File: config.mk
export PLATFORM = sky130hd
export DESIGN_NAME = dma_sequencer
export DESIGN_NICKNAME = d
export VERILOG_FILES = /design/src/rtl/dma_seq_pkg.sv /design/src/rtl/dma_prio_pick.sv /design/src/rtl/dma_addr_unit.sv /design/src/rtl/dma_sequencer.sv
export SDC_FILE = /design/constraint.sdc
export NUM_CORES = 1
export LEC_CHECK = 0
export CAP_MARGIN = 20
export CORE_MARGIN = 2
export CORE_UTILIZATION = 48
export DETAILED_ROUTE_END_ITERATION = 12
export PLACE_DENSITY = 0.86
export SLEW_MARGIN = 0
export SYNTH_ARGS = -nofsm -noshare
export SYNTH_HDL_FRONTEND = slang
export SYNTH_SLANG_ARGS = --single-unit
File: constraint.sdc
create_clock -name clk -period 5.6 [get_ports clk]
set_input_delay 1.68 -clock clk [delete_from_list [all_inputs] [get_ports clk]]
set_output_delay 1.68 -clock clk [all_outputs]
set_load 0.05 [all_outputs]
File: src/rtl/dma_seq_pkg.sv
package dma_seq_pkg;

    localparam int CTL_W = 9;

    typedef enum logic [1:0] {
        ST_IDLE = 2'd0,
        ST_COST = 2'd1,
        ST_RD   = 2'd2,
        ST_WR   = 2'd3
    } seq_st_e;

    localparam logic [1:0] AC_INC    = 2'd0;
    localparam logic [1:0] AC_DEC    = 2'd1;
    localparam logic [1:0] AC_FIX    = 2'd2;
    localparam logic [1:0] AC_RELOAD = 2'd3;

    localparam logic [1:0] TM_NOW  = 2'd0;
    localparam logic [1:0] TM_VBL  = 2'd1;
    localparam logic [1:0] TM_HBL  = 2'd2;
    localparam logic [1:0] TM_NONE = 2'd3;

    function automatic logic [1:0] f_sctl(input logic [CTL_W-1:0] c);
        return c[1:0];
    endfunction
    function automatic logic [1:0] f_dctl(input logic [CTL_W-1:0] c);
        return c[3:2];
    endfunction
    function automatic logic f_wide(input logic [CTL_W-1:0] c);
        return c[4];
    endfunction
    function automatic logic f_rep(input logic [CTL_W-1:0] c);
        return c[5];
    endfunction
    function automatic logic f_irq(input logic [CTL_W-1:0] c);
        return c[6];
    endfunction
    function automatic logic [1:0] f_tm(input logic [CTL_W-1:0] c);
        return c[8:7];
    endfunction

endpackage

File: src/rtl/dma_prio_pick.sv
module dma_prio_pick #(
    parameter int N  = 4,
    parameter int IW = 2
) (
    input  logic          clk,
    input  logic          rst_n,
    input  logic [N-1:0]  req,
    output logic [N-1:0]  gnt,
    output logic [IW-1:0] idx,
    output logic          any
);
    logic [N-1:0] seen;

    assign seen[0] = 1'b0;
    assign gnt[0]  = req[0];
    for (genvar g = 1; g < N; g++) begin : g_chain
        assign seen[g] = seen[g-1] | req[g-1];
        assign gnt[g]  = req[g] & ~seen[g];
    end

    always_comb begin
        idx = '0;
        for (int i = 0; i < N; i++) begin
            if (gnt[i]) idx = idx | IW'(i);
        end
    end

    assign any = |req;

    // at most one channel granted
    p_onehot_gnt_r1: assert property (@(posedge clk) disable iff (!rst_n)
        $onehot0(gnt));

    // a granted channel must have no lower-index requester
    p_lowest_wins_r1: assert property (@(posedge clk) disable iff (!rst_n)
        any |-> (gnt != '0) && ((req & (gnt - 1'b1)) == '0));
endmodule

File: src/rtl/dma_addr_unit.sv
module dma_addr_unit
    import dma_seq_pkg::*;
#(
    parameter int AW = 28
) (
    input  logic [AW-1:0] base,
    input  logic [1:0]    mode,
    input  logic          wide,
    input  logic          first,
    output logic [AW-1:0] cur,
    output logic [AW-1:0] nxt
);
    logic [AW-1:0] sz;

    always_comb begin
        sz  = wide ? AW'(4) : AW'(2);
        cur = first ? (base & ~(sz - AW'(1))) : base;
        case (mode)
            AC_DEC:  nxt = cur - sz;
            AC_FIX:  nxt = cur;
            default: nxt = cur + sz;
        endcase
    end
endmodule

File: src/rtl/dma_sequencer.sv
module dma_sequencer
    import dma_seq_pkg::*;
#(
    parameter int NCH   = 4,
    parameter int AW    = 28,
    parameter int CW    = 21,
    parameter int CST_W = 4
) (
    input  logic                 clk,
    input  logic                 rst_n,
    input  logic [NCH-1:0]       ch_start,
    input  logic [NCH*AW-1:0]    cfg_src,
    input  logic [NCH*AW-1:0]    cfg_dst,
    input  logic [NCH*CW-1:0]    cfg_count,
    input  logic [NCH*CTL_W-1:0] cfg_ctl,
    input  logic                 vblank_pulse,
    input  logic                 hblank_pulse,
    input  logic [CST_W-1:0]     cost_nseq,
    input  logic [CST_W-1:0]     cost_seq,
    output logic                 mem_req,
    output logic                 mem_we,
    output logic [AW-1:0]        mem_addr,
    output logic                 mem_size,
    output logic [31:0]          mem_wdata,
    input  logic [31:0]          mem_rdata,
    input  logic                 mem_ready,
    output logic [NCH-1:0]       ch_enable,
    output logic [NCH-1:0]       irq_pulse,
    output logic                 cpu_stall
);
    localparam int CIW = (NCH > 1) ? $clog2(NCH) : 1;
    localparam int PW  = CW + 1;
    localparam int CCW = CST_W + 2;

    typedef struct packed {
        seq_st_e                   st;
        logic [CIW-1:0]            sel;
        logic [CCW-1:0]            cost;
        logic [31:0]               rdata;
        logic [NCH-1:0]            en;
        logic [NCH-1:0]            first;
        logic [NCH-1:0]            irq;
        logic [NCH-1:0][PW-1:0]    pend;
        logic [NCH-1:0][1:0]       dly;
        logic [NCH-1:0][AW-1:0]    wsrc;
        logic [NCH-1:0][AW-1:0]    wdst;
    } state_t;

    state_t q, d;

    logic [NCH-1:0][CTL_W-1:0] ctl;
    logic [NCH-1:0][PW-1:0]    load_cnt;
    logic [NCH-1:0]            elig;
    logic [NCH-1:0]            busy;
    logic [NCH-1:0]            pk_gnt;
    logic [CIW-1:0]            pk_idx;
    logic                      pk_any;
    logic [AW-1:0]             src_cur, src_nxt, dst_cur, dst_nxt;
    logic [CTL_W-1:0]          sel_ctl;

    for (genvar g = 0; g < NCH; g++) begin : g_ch
        logic [CW-1:0] cnt_raw;
        assign ctl[g]      = cfg_ctl[g*CTL_W +: CTL_W];
        assign cnt_raw     = cfg_count[g*CW +: CW];
        assign load_cnt[g] = (cnt_raw == '0) ? {1'b1, {CW{1'b0}}} : {1'b0, cnt_raw};
        assign busy[g]     = q.en[g] && (q.pend[g] != '0);
        assign elig[g]     = busy[g] && (q.dly[g] == 2'd0);
    end

    dma_prio_pick #(.N(NCH), .IW(CIW)) u_pick (
        .clk   (clk),
        .rst_n (rst_n),
        .req   (elig),
        .gnt   (pk_gnt),
        .idx   (pk_idx),
        .any   (pk_any)
    );

    assign sel_ctl = ctl[q.sel];

    dma_addr_unit #(.AW(AW)) u_src (
        .base  (q.wsrc[q.sel]),
        .mode  (f_sctl(sel_ctl)),
        .wide  (f_wide(sel_ctl)),
        .first (q.first[q.sel]),
        .cur   (src_cur),
        .nxt   (src_nxt)
    );

    dma_addr_unit #(.AW(AW)) u_dst (
        .base  (q.wdst[q.sel]),
        .mode  (f_dctl(sel_ctl)),
        .wide  (f_wide(sel_ctl)),
        .first (q.first[q.sel]),
        .cur   (dst_cur),
        .nxt   (dst_nxt)
    );

    always_comb begin
        d     = q;
        d.irq = '0;

        for (int i = 0; i < NCH; i++) begin
            if (q.dly[i] != 2'd0) d.dly[i] = q.dly[i] - 2'd1;
            if (ch_start[i] && !q.en[i]) begin
                d.en[i]   = 1'b1;
                d.wsrc[i] = cfg_src[i*AW +: AW];
                d.wdst[i] = cfg_dst[i*AW +: AW];
                if (f_tm(ctl[i]) == TM_NOW) begin
                    d.pend[i]  = load_cnt[i];
                    d.dly[i]   = 2'd3;
                    d.first[i] = 1'b1;
                end
            end else if (q.en[i] && (q.pend[i] == '0) &&
                         ((vblank_pulse && f_tm(ctl[i]) == TM_VBL) ||
                          (hblank_pulse && f_tm(ctl[i]) == TM_HBL))) begin
                d.pend[i]  = load_cnt[i];
                d.dly[i]   = 2'd3;
                d.first[i] = 1'b1;
            end
        end

        case (q.st)
            ST_IDLE: begin
                if (pk_any) begin
                    d.sel  = pk_idx;
                    d.cost = CCW'(2) + CCW'(q.first[pk_idx] ? cost_nseq : cost_seq);
                    d.st   = ST_COST;
                end
            end
            ST_COST: begin
                if (q.cost <= CCW'(1)) d.st = ST_RD;
                else                    d.cost = q.cost - CCW'(1);
            end
            ST_RD: begin
                if (mem_ready) begin
                    d.rdata = mem_rdata;
                    d.st    = ST_WR;
                end
            end
            ST_WR: begin
                if (mem_ready) begin
                    d.st           = ST_IDLE;
                    d.wsrc[q.sel]  = src_nxt;
                    d.wdst[q.sel]  = dst_nxt;
                    d.first[q.sel] = 1'b0;
                    d.pend[q.sel]  = q.pend[q.sel] - PW'(1);
                    if (q.pend[q.sel] == PW'(1)) begin
                        if (!(f_rep(sel_ctl) && f_tm(sel_ctl) != TM_NOW))
                            d.en[q.sel] = 1'b0;
                        if (f_dctl(sel_ctl) == AC_RELOAD)
                            d.wdst[q.sel] = cfg_dst[q.sel*AW +: AW];
                        if (f_irq(sel_ctl))
                            d.irq[q.sel] = 1'b1;
                    end
                end
            end
            default: d.st = ST_IDLE;
        endcase
    end

    always_ff @(posedge clk) begin
        if (!rst_n) q <= '0;
        else        q <= d;
    end

    assign mem_req   = (q.st == ST_RD) || (q.st == ST_WR);
    assign mem_we    = (q.st == ST_WR);
    assign mem_addr  = (q.st == ST_WR) ? dst_cur : src_cur;
    assign mem_size  = f_wide(sel_ctl);
    assign mem_wdata = q.rdata;
    assign ch_enable = q.en;
    assign irq_pulse = q.irq;
    assign cpu_stall = |busy;

    // a waiting request holds its address and direction
    p_hold_req_r11: assert property (@(posedge clk) disable iff (!rst_n)
        mem_req && !mem_ready |=> mem_req && $stable(mem_addr) && $stable(mem_we) && $stable(mem_size));

    // every access aligned to its size
    p_aligned_r4: assert property (@(posedge clk) disable iff (!rst_n)
        mem_req |-> (mem_size ? (mem_addr[1:0] == 2'b00) : (mem_addr[0] == 1'b0)));

    // no memory traffic without the processor hold
    p_stall_r10: assert property (@(posedge clk) disable iff (!rst_n)
        mem_req |-> cpu_stall);

    // interrupt only right after a write acceptance
    p_irq_done_r8: assert property (@(posedge clk) disable iff (!rst_n)
        (irq_pulse != '0) |-> $past(mem_req && mem_we && mem_ready));

    // enable falls only at a write acceptance
    p_clear_r6: assert property (@(posedge clk) disable iff (!rst_n)
        ((~ch_enable & $past(ch_enable)) != '0) |-> $past(mem_req && mem_we && mem_ready));
endmodule

==> results of run 1 <==
[metrics by stage]
step / hold WS [ns] / setup TNS, ns / setup WS [ns] / utilization (%)
2_1_floorplan: 0.437 / 0 / 0.0229 / -
3_3_place_gp: 0.443 / -1.21 / -0.118 / 60.2
3_5_place_dp: 0.446 / -2.51 / -0.193 / 60.2
4_1_cts: 0.454 / 0 / 0.219 / 63.0
5_1_grt: 0.474 / 0 / 0.0763 / 63.2
6_report: 0.453 / 0 / 0.219 / 63.2
[worst max-delay path by stage]
| stage | cells past startpoint | endpoint | slack [ns] |
|---|---|---|---|
| after global routing | 15 | q[139] | 0.08 |
| after global placement | 18 | q[47] | -0.12 |
| after floorplan | 4 | mem_addr[1] | 0.02 |
| after CTS | 4 | mem_addr[18] | 0.22 |
| final | 7 | mem_addr[1] | 0.22 |
| after detailed placement | 17 | q[110] | -0.19 |
[cells in the mapped netlist, types with 20 or more instances]
master / instances
buf_4: 43
nand3_1: 49
mux4_2: 92
inv_1: 34
xor2_1: 23
nand2_1: 484
nor3_1: 31
ha_1: 64
buf_2: 24
and3_1: 78
nand2b_1: 20
clkbuf_1: 159
mux2i_1: 64
a211oi_1: 176
o21ai_0: 56
nor2_1: 228
a311oi_1: 32
a21o_1: 26
xnor2_1: 35
a31oi_1: 31
buf_1: 21
nor4_1: 36
o221ai_1: 59
a21oi_1: 215
dfxtp_1: 374
mux2_2: 77
[layout make-up]
class	instances	area (um^2)
well taps	615	769
inverters	34	133
clock buffers	58	1210
clock inverters	14	140
fillers	3991	17600
multi-input cells	2102	14600
flip-flops and latches	374	7490
diodes	11	27.5
repair buffers	608	5850
[cells by family (layout without fill, tap and decap cells)]
family / Yosys count / in the layout / share of synthesized area (%)
buf+inv: 289 / 714 / 5.73
flops: 374 / 374 / 32.1
compound gates: 725 / 725 / 21.4
mux: 235 / 235 / 15.5
simple gates: 1020 / 1020 / 19.7
fa+ha+maj: 64 / 64 / 3.43
other cells: 0 / 11 / 0
xor+xnor: 58 / 58 / 2.18
[registers in the layout (all words and copies together), names as in the netlist]
register	cells
ch_enable	4
irq_pulse	4
mem_wdata	32
q	334
[worst max-delay path, stage by stage]
cell and delay (ns):
clkdlybuf4s50_1 0.42, mux4_2 0.51, and2_1 0.18, a211o_1 0.25, buf_4 0.14, o21ai_0 0.31
buf_12 0.21
[where the power goes]
group	total (W)	switching, W	internal, W
Combinational	0.00559	0.00330	0.00230
Clock	0.00277	0.00117	0.00160
Sequential	0.00313	0.000236	0.00289
Total	0.0115	0.00470	0.00679
[repair_timing]
item / 4_1_cts / 5_1_grt
buffers inserted: 0 / 0
hold buffers: 0 / 0
endpoints found under the setup margin: 0 / 3
gates resized for setup: 0 / 1
endpoints found under the hold margin: 0 / 0
[per-layer routing]
layer / vias to the layer above / part of all wire, % / track usage, %
li1: 11000 / - / -
met1: 11700 / 38 / 45.8
met2: 1689 / 44 / 54.6
met3: 374 / 11 / 9.05
met4: 8 / 6.5 / 23.7
met5: - / 0.066 / 0
==> metrics.csv, run 1 <==
stage,metric,value,unit
critical_path,Startpoint Class,input port,
yosys,register bit count reported by yosys,374,
critical_path,reg2reg end,q[42],
clock_network,Skew-Pair Late Insertion Delay,0.59,ns
route,via count,24800,
clock_network,CTS buffer count,41,
clock_network,CTS H-Tree Depth,2,
grt,Overflow after GRT,0,
worst_hold_path,Hold Path Cell Cnt,2,
grt,vias in the first global route,24000,
yosys,largest area contributor in the netlist,dfxtp_1,
placement,Port-buffer cells,464,
grt,largest net degree at the start of global routing,125,
power,Total Power,0.0115,W
power,Power Density,380,mW/mm^2
yosys,largest cells by area after synthesis,"dfxtp_1, mux4_2, nand2_1, a211oi_1, a21oi_1",
sta,Slew @ Worst Pin,1.09,ns
sta,Slew headroom,27.5,%
power,P_leak,11.5,nW
critical_path,crit path kind,input port to primary output,
cells_and_area,fin cells,3816,
sta,Worst Clk Skew,0.0299,ns
route,Via-to-Cell Ratio,6.49,
yosys,ys flop type,dfxtp_1,
sta,RSZ-0062 raised after global routing,no,
sta,Fmax achieved,186,MHz
floorplan,full die area,0.0504,mm^2
sta,Tmin final,5.38,ns
grt,initial antenna violation count,16,
yosys,ys async rst share,0,%
critical_path,r2r startpoint,q[371],
critical_path,Worst Setup End Kind,primary output,
floorplan,total core area,0.0478,mm^2
placement,gpl congestion,1.00,
clock_network,TritonCTS clock tree,yes,
yosys,Cell variety after synth,87,
clock_network,maximum root-to-sink buffer count,3,
floorplan,num rows,80,
floorplan,I/O pin total,465,
placement,Placed Instances,3730,
route,wire length per cell,24.6,um
floorplan,chip width,224,um
route,Remaining DRCs,0,
sta,Final Cycle Share,96.1,%
route,1st-iter DRT viols,3112,
yosys,number of flops mapped to enable cells by yosys,0,
power,VDD IR max,0.213,mV
cells_and_area,design area,0.0303,mm^2
placement,DP HPWL,67100,um
critical_path,Worst R2R Setup Slack,0.81,ns
floorplan,Initial Util,48.8,%
critical_path,"Req. time, crit path",3.92,ns
clock_network,Sink Count,374,
cells_and_area,nets@finish,3618,
worst_hold_path,Worst Hold End,mem_wdata[30],
worst_hold_path,Hold Path Class,flop to flop,
cells_and_area,"commonest non-fill, non-tap cells in the layout","nand2_1, clkdlybuf4s50_1, dfxtp_1",
clock_network,CTS root buf,clkbuf_16,
sta,final count of hold timing violations,0,
yosys,Post-Synthesis Cells,2765,
floorplan,Die H,224,um
yosys,post-synthesis sequential area ratio,32.1,%
sta,Slew Limit Fails,0,
yosys,Ys Warns,0,
cells_and_area,"most common cell after layout, fill and taps aside",nand2_1,
grt,wire length of the first global-routing pass,141000,um
critical_path,CP startpoint,cfg_ctl[22],
route,Final ANT Viol Nets,0,
critical_path,worst r2r path cells,12,
grt,total track usage,36.1,%
status,status,"complete, no violations",
run,MaxCap Viol Count,0,
sta,"Setup violations, final",0,
clock_network,Clock Pin Slew Worst Setup and Hold Paths,0.06,ns
critical_path,"Arr. time, crit path",3.70,ns
worst_hold_path,HP Start,mem_wdata[30],
yosys,Synth Cell Area,0.0233,mm^2
route,drt total wl,93800,um
cells_and_area,Syn-to-layout area delta,29.7,%
cells_and_area,proportion of layout cells with a drive suffix above 1,13.9,%
yosys,Syn Area/Cell,8.44,um^2
route,Pre-Repair DR Iteration Count,6,
yosys,Synth top area share,32.1,%
yosys,Mapped Nets,3222,
placement,Post-DP Area,0.0288,mm^2
critical_path,largest fanout on the critical path,2,
(Power assumes the default switching activity.)
==> run 2: changes to the inputs <==
--- a/config.mk
+++ b/config.mk
@@ -7,8 +7,11 @@
 export LEC_CHECK = 0
 export CAP_MARGIN = 20
 export CORE_MARGIN = 2
-export CORE_UTILIZATION = 48
+export CORE_UTILIZATION = 59
 export DETAILED_ROUTE_END_ITERATION = 12
+export DONT_BUFFER_PORTS = 1
+export GPL_TIMING_DRIVEN = 0
+export HOLD_SLACK_MARGIN = 0.05
 export PLACE_DENSITY = 0.86
 export SLEW_MARGIN = 0
 export SYNTH_ARGS = -nofsm -noshare
==> run 2 against run 1 <==
  * Worst setup slack worse by 0.19 ns
  * Sequential power is 3% lower
  * Count of clock-buffer cells in the layout is 1 lower
  * Routed wire length is 19% higher
  * Via count is 2.0% higher
  * Highest routed layer unchanged
==> metrics.csv, run 2 (synthesis gave the netlist of run 1 again) <==
stage,metric,value,unit
placement,DP HPWL,84000,um
clock_network,CTS root buf,clkbuf_16,
sta,Setup TNS,0,ns
power,Comb pwr share,46.9,%
critical_path,"Req. time, crit path",3.92,ns
power,switching portion of total power,44.3,%
clock_network,hold_buf cts,0,
critical_path,crit path kind,flop to primary output,
sta,final count of hold timing violations,0,
sta,slack of the critical path,0.0323,ns
grt,wire length of the first global-routing pass,159000,um
placement,Port-buffer cells,0,
cells_and_area,"most common cell after layout, fill and taps aside",nand2_1,
floorplan,I/O pin total,465,
critical_path,Startpoint Class,flop,
sta,Final Cycle Share,99.4,%
sta,Worst Clk Skew,0.0242,ns
floorplan,total core area,0.0388,mm^2
worst_hold_path,Hold Path Class,flop to flop,
power,Total Power,0.0114,W
floorplan,chip width,203,um
placement,pre-CTS WS,-1.12,ns
sta,Slew @ Worst Pin,1.32,ns
power,Clk network pwr share,26.3,%
power,Pint,0.00632,W
clock_network,Skew-Pair Late Insertion Delay,0.60,ns
power,VDD IR max,0.356,mV
route,via count,25200,
route,Final ANT Viol Nets,0,
cells_and_area,fill count,3305,
sta,Tmin final,5.57,ns
clock_network,maximum root-to-sink buffer count,3,
route,Remaining DRCs,0,
placement,Post-DP Area,0.0240,mm^2
sta,Slew headroom,12.0,%
sta,Slew Limit Fails,0,
grt,total track usage,52.6,%
clock_network,CTS H-Tree Depth,2,
sta,Fmax achieved,180,MHz
cells_and_area,proportion of layout cells with a drive suffix above 1,13.5,%
floorplan,num rows,72,
cells_and_area,max reg flops,334,
route,wire length per cell,32.9,um
clock_network,Sink Count,374,
cells_and_area,Biggest register,q,
power,Reg power frac,26.8,%
grt,initial antenna violation count,20,
placement,gpl congestion,1.08,
power,Sw Pwr,0.00504,W
floorplan,full die area,0.0412,mm^2
run,MaxCap Viol Count,0,
floorplan,Die H,203,um
clock_network,CTS buffer count,43,
floorplan,Initial Util,60.1,%
clock_network,Clock Pin Slew Worst Setup and Hold Paths,0.06,ns
critical_path,"Arr. time, crit path",3.89,ns
critical_path,Worst Setup End Kind,primary output,
route,Pre-Repair DR Iteration Count,9,
route,1st-iter DRT viols,4183,
clock_network,TritonCTS clock tree,yes,
grt,largest net degree at the start of global routing,22,
cells_and_area,"commonest non-fill, non-tap cells in the layout","nand2_1, dfxtp_1, nor2_1",
sta,"Setup violations, final",0,
cells_and_area,Final Util,66.4,%
status,status,"complete, no violations",
grt,vias in the first global route,24200,
grt,Overflow after GRT,0,
cells_and_area,Syn-to-layout area delta,10.4,%
power,Power Density,441,mW/mm^2
cells_and_area,design area,0.0258,mm^2
power,P_leak,9.67,nW
cells_and_area,nets@finish,3275,
route,drt total wl,111000,um
critical_path,largest fanout on the critical path,10,
route,Via-to-Cell Ratio,7.45,
==> run 2: cell types whose count changed in the layout (fill, tap and decap cells not counted), moves of 5 or more <==
cell | before | now
buf_1 | 0 | 18
buf_12 | 7 | 0
buf_2 | 0 | 13
buf_4 | 137 | 51
buf_6 | 0 | 13
clkbuf_1 | 6 | 163
clkbuf_4 | 0 | 5
clkdlybuf4s50_1 | 461 | 0
clkinvlp_4 | 2 | 7
diode_2 | 11 | 19
nor2b_1 | 9 | 14
==> run 2: path summary, 6_finish.rpt <==
kind	startpoint	to	slack (ns)	cells past startpoint
max	q[371]	mem_addr[22]	0.03	9
min	mem_wdata[29]	mem_wdata[29]	0.46	2
max reg2reg	q[371]	q[44]	0.10	18
min reg2reg	mem_wdata[29]	mem_wdata[29]	0.46	2
==> run 2: power by group through the flow <==
stage	clock (W)	sequential (W)	combinational (W)
floorplan	0	0.00304	0.00356
global placement	0	0.00308	0.00486
detailed placement	0	0.00309	0.00493
CTS	0.00294	0.00304	0.00501
global route	0.00306	0.00306	0.00554
finish	0.00299	0.00305	0.00533
==> run 2: what timing repair did <==
| item | in CTS | in global routing |
|---|---|---|
| resized for setup | 29 | 24 |
| setup buffers | 2 | 0 |
| endpoints found under the setup margin | 132 | 81 |
| gates cloned | 1 | 0 |
==> run 2: critical path, stage by stage (launching register included) <==
cell and delay (ns):
dfxtp_1 0.33, buf_6 0.18, buf_6 0.21, buf_4 0.29
buf_6 0.27, buf_2 0.31, buf_4 0.34, clkbuf_4 0.34
mux4_2 0.51, mux2_2 0.47
==> run 2: stage by stage <==
stage | hold slack, ns | std cells
6_report | 0.457 | 3388
5_1_grt | 0.474 | 3385
4_1_cts | 0.456 | 3367
3_5_place_dp | 0.447 | 3286
3_3_place_gp | 0.442 | 3283
2_1_floorplan | 0.437 | 2765
==> run 2: layout make-up <==
| class | count | area [um^2] | area share [%] |
|---|---|---|---|
| flip-flops and latches | 374 | 7490 | 29.1 |
| inverters | 34 | 131 | 0.510 |
| plain buffers | 255 | 1270 | 4.92 |
| repair buffers | 7 | 73.8 | 0.286 |
| well taps | 518 | 648 | 2.52 |
| clock buffers | 57 | 1230 | 4.78 |
| repair inverters | 1 | 7.51 | 0.0291 |
| diodes | 19 | 47.5 | 0.185 |
| clock inverters | 21 | 225 | 0.874 |
| multi-input cells | 2102 | 14600 | 56.8 |
==> run 2: routing by layer <==
layer | share of wire, % | up-vias | routed length (um) | track usage, %
li1 | - | 10300 | - | -
met1 | 34 | 11900 | 38200 | 64.0
met2 | 41 | 2439 | 45600 | 75.6
met3 | 16 | 601 | 18300 | 21.0
met4 | 8.3 | 2 | 9270 | 37.7
met5 | 0.012 | - | 13 | 0
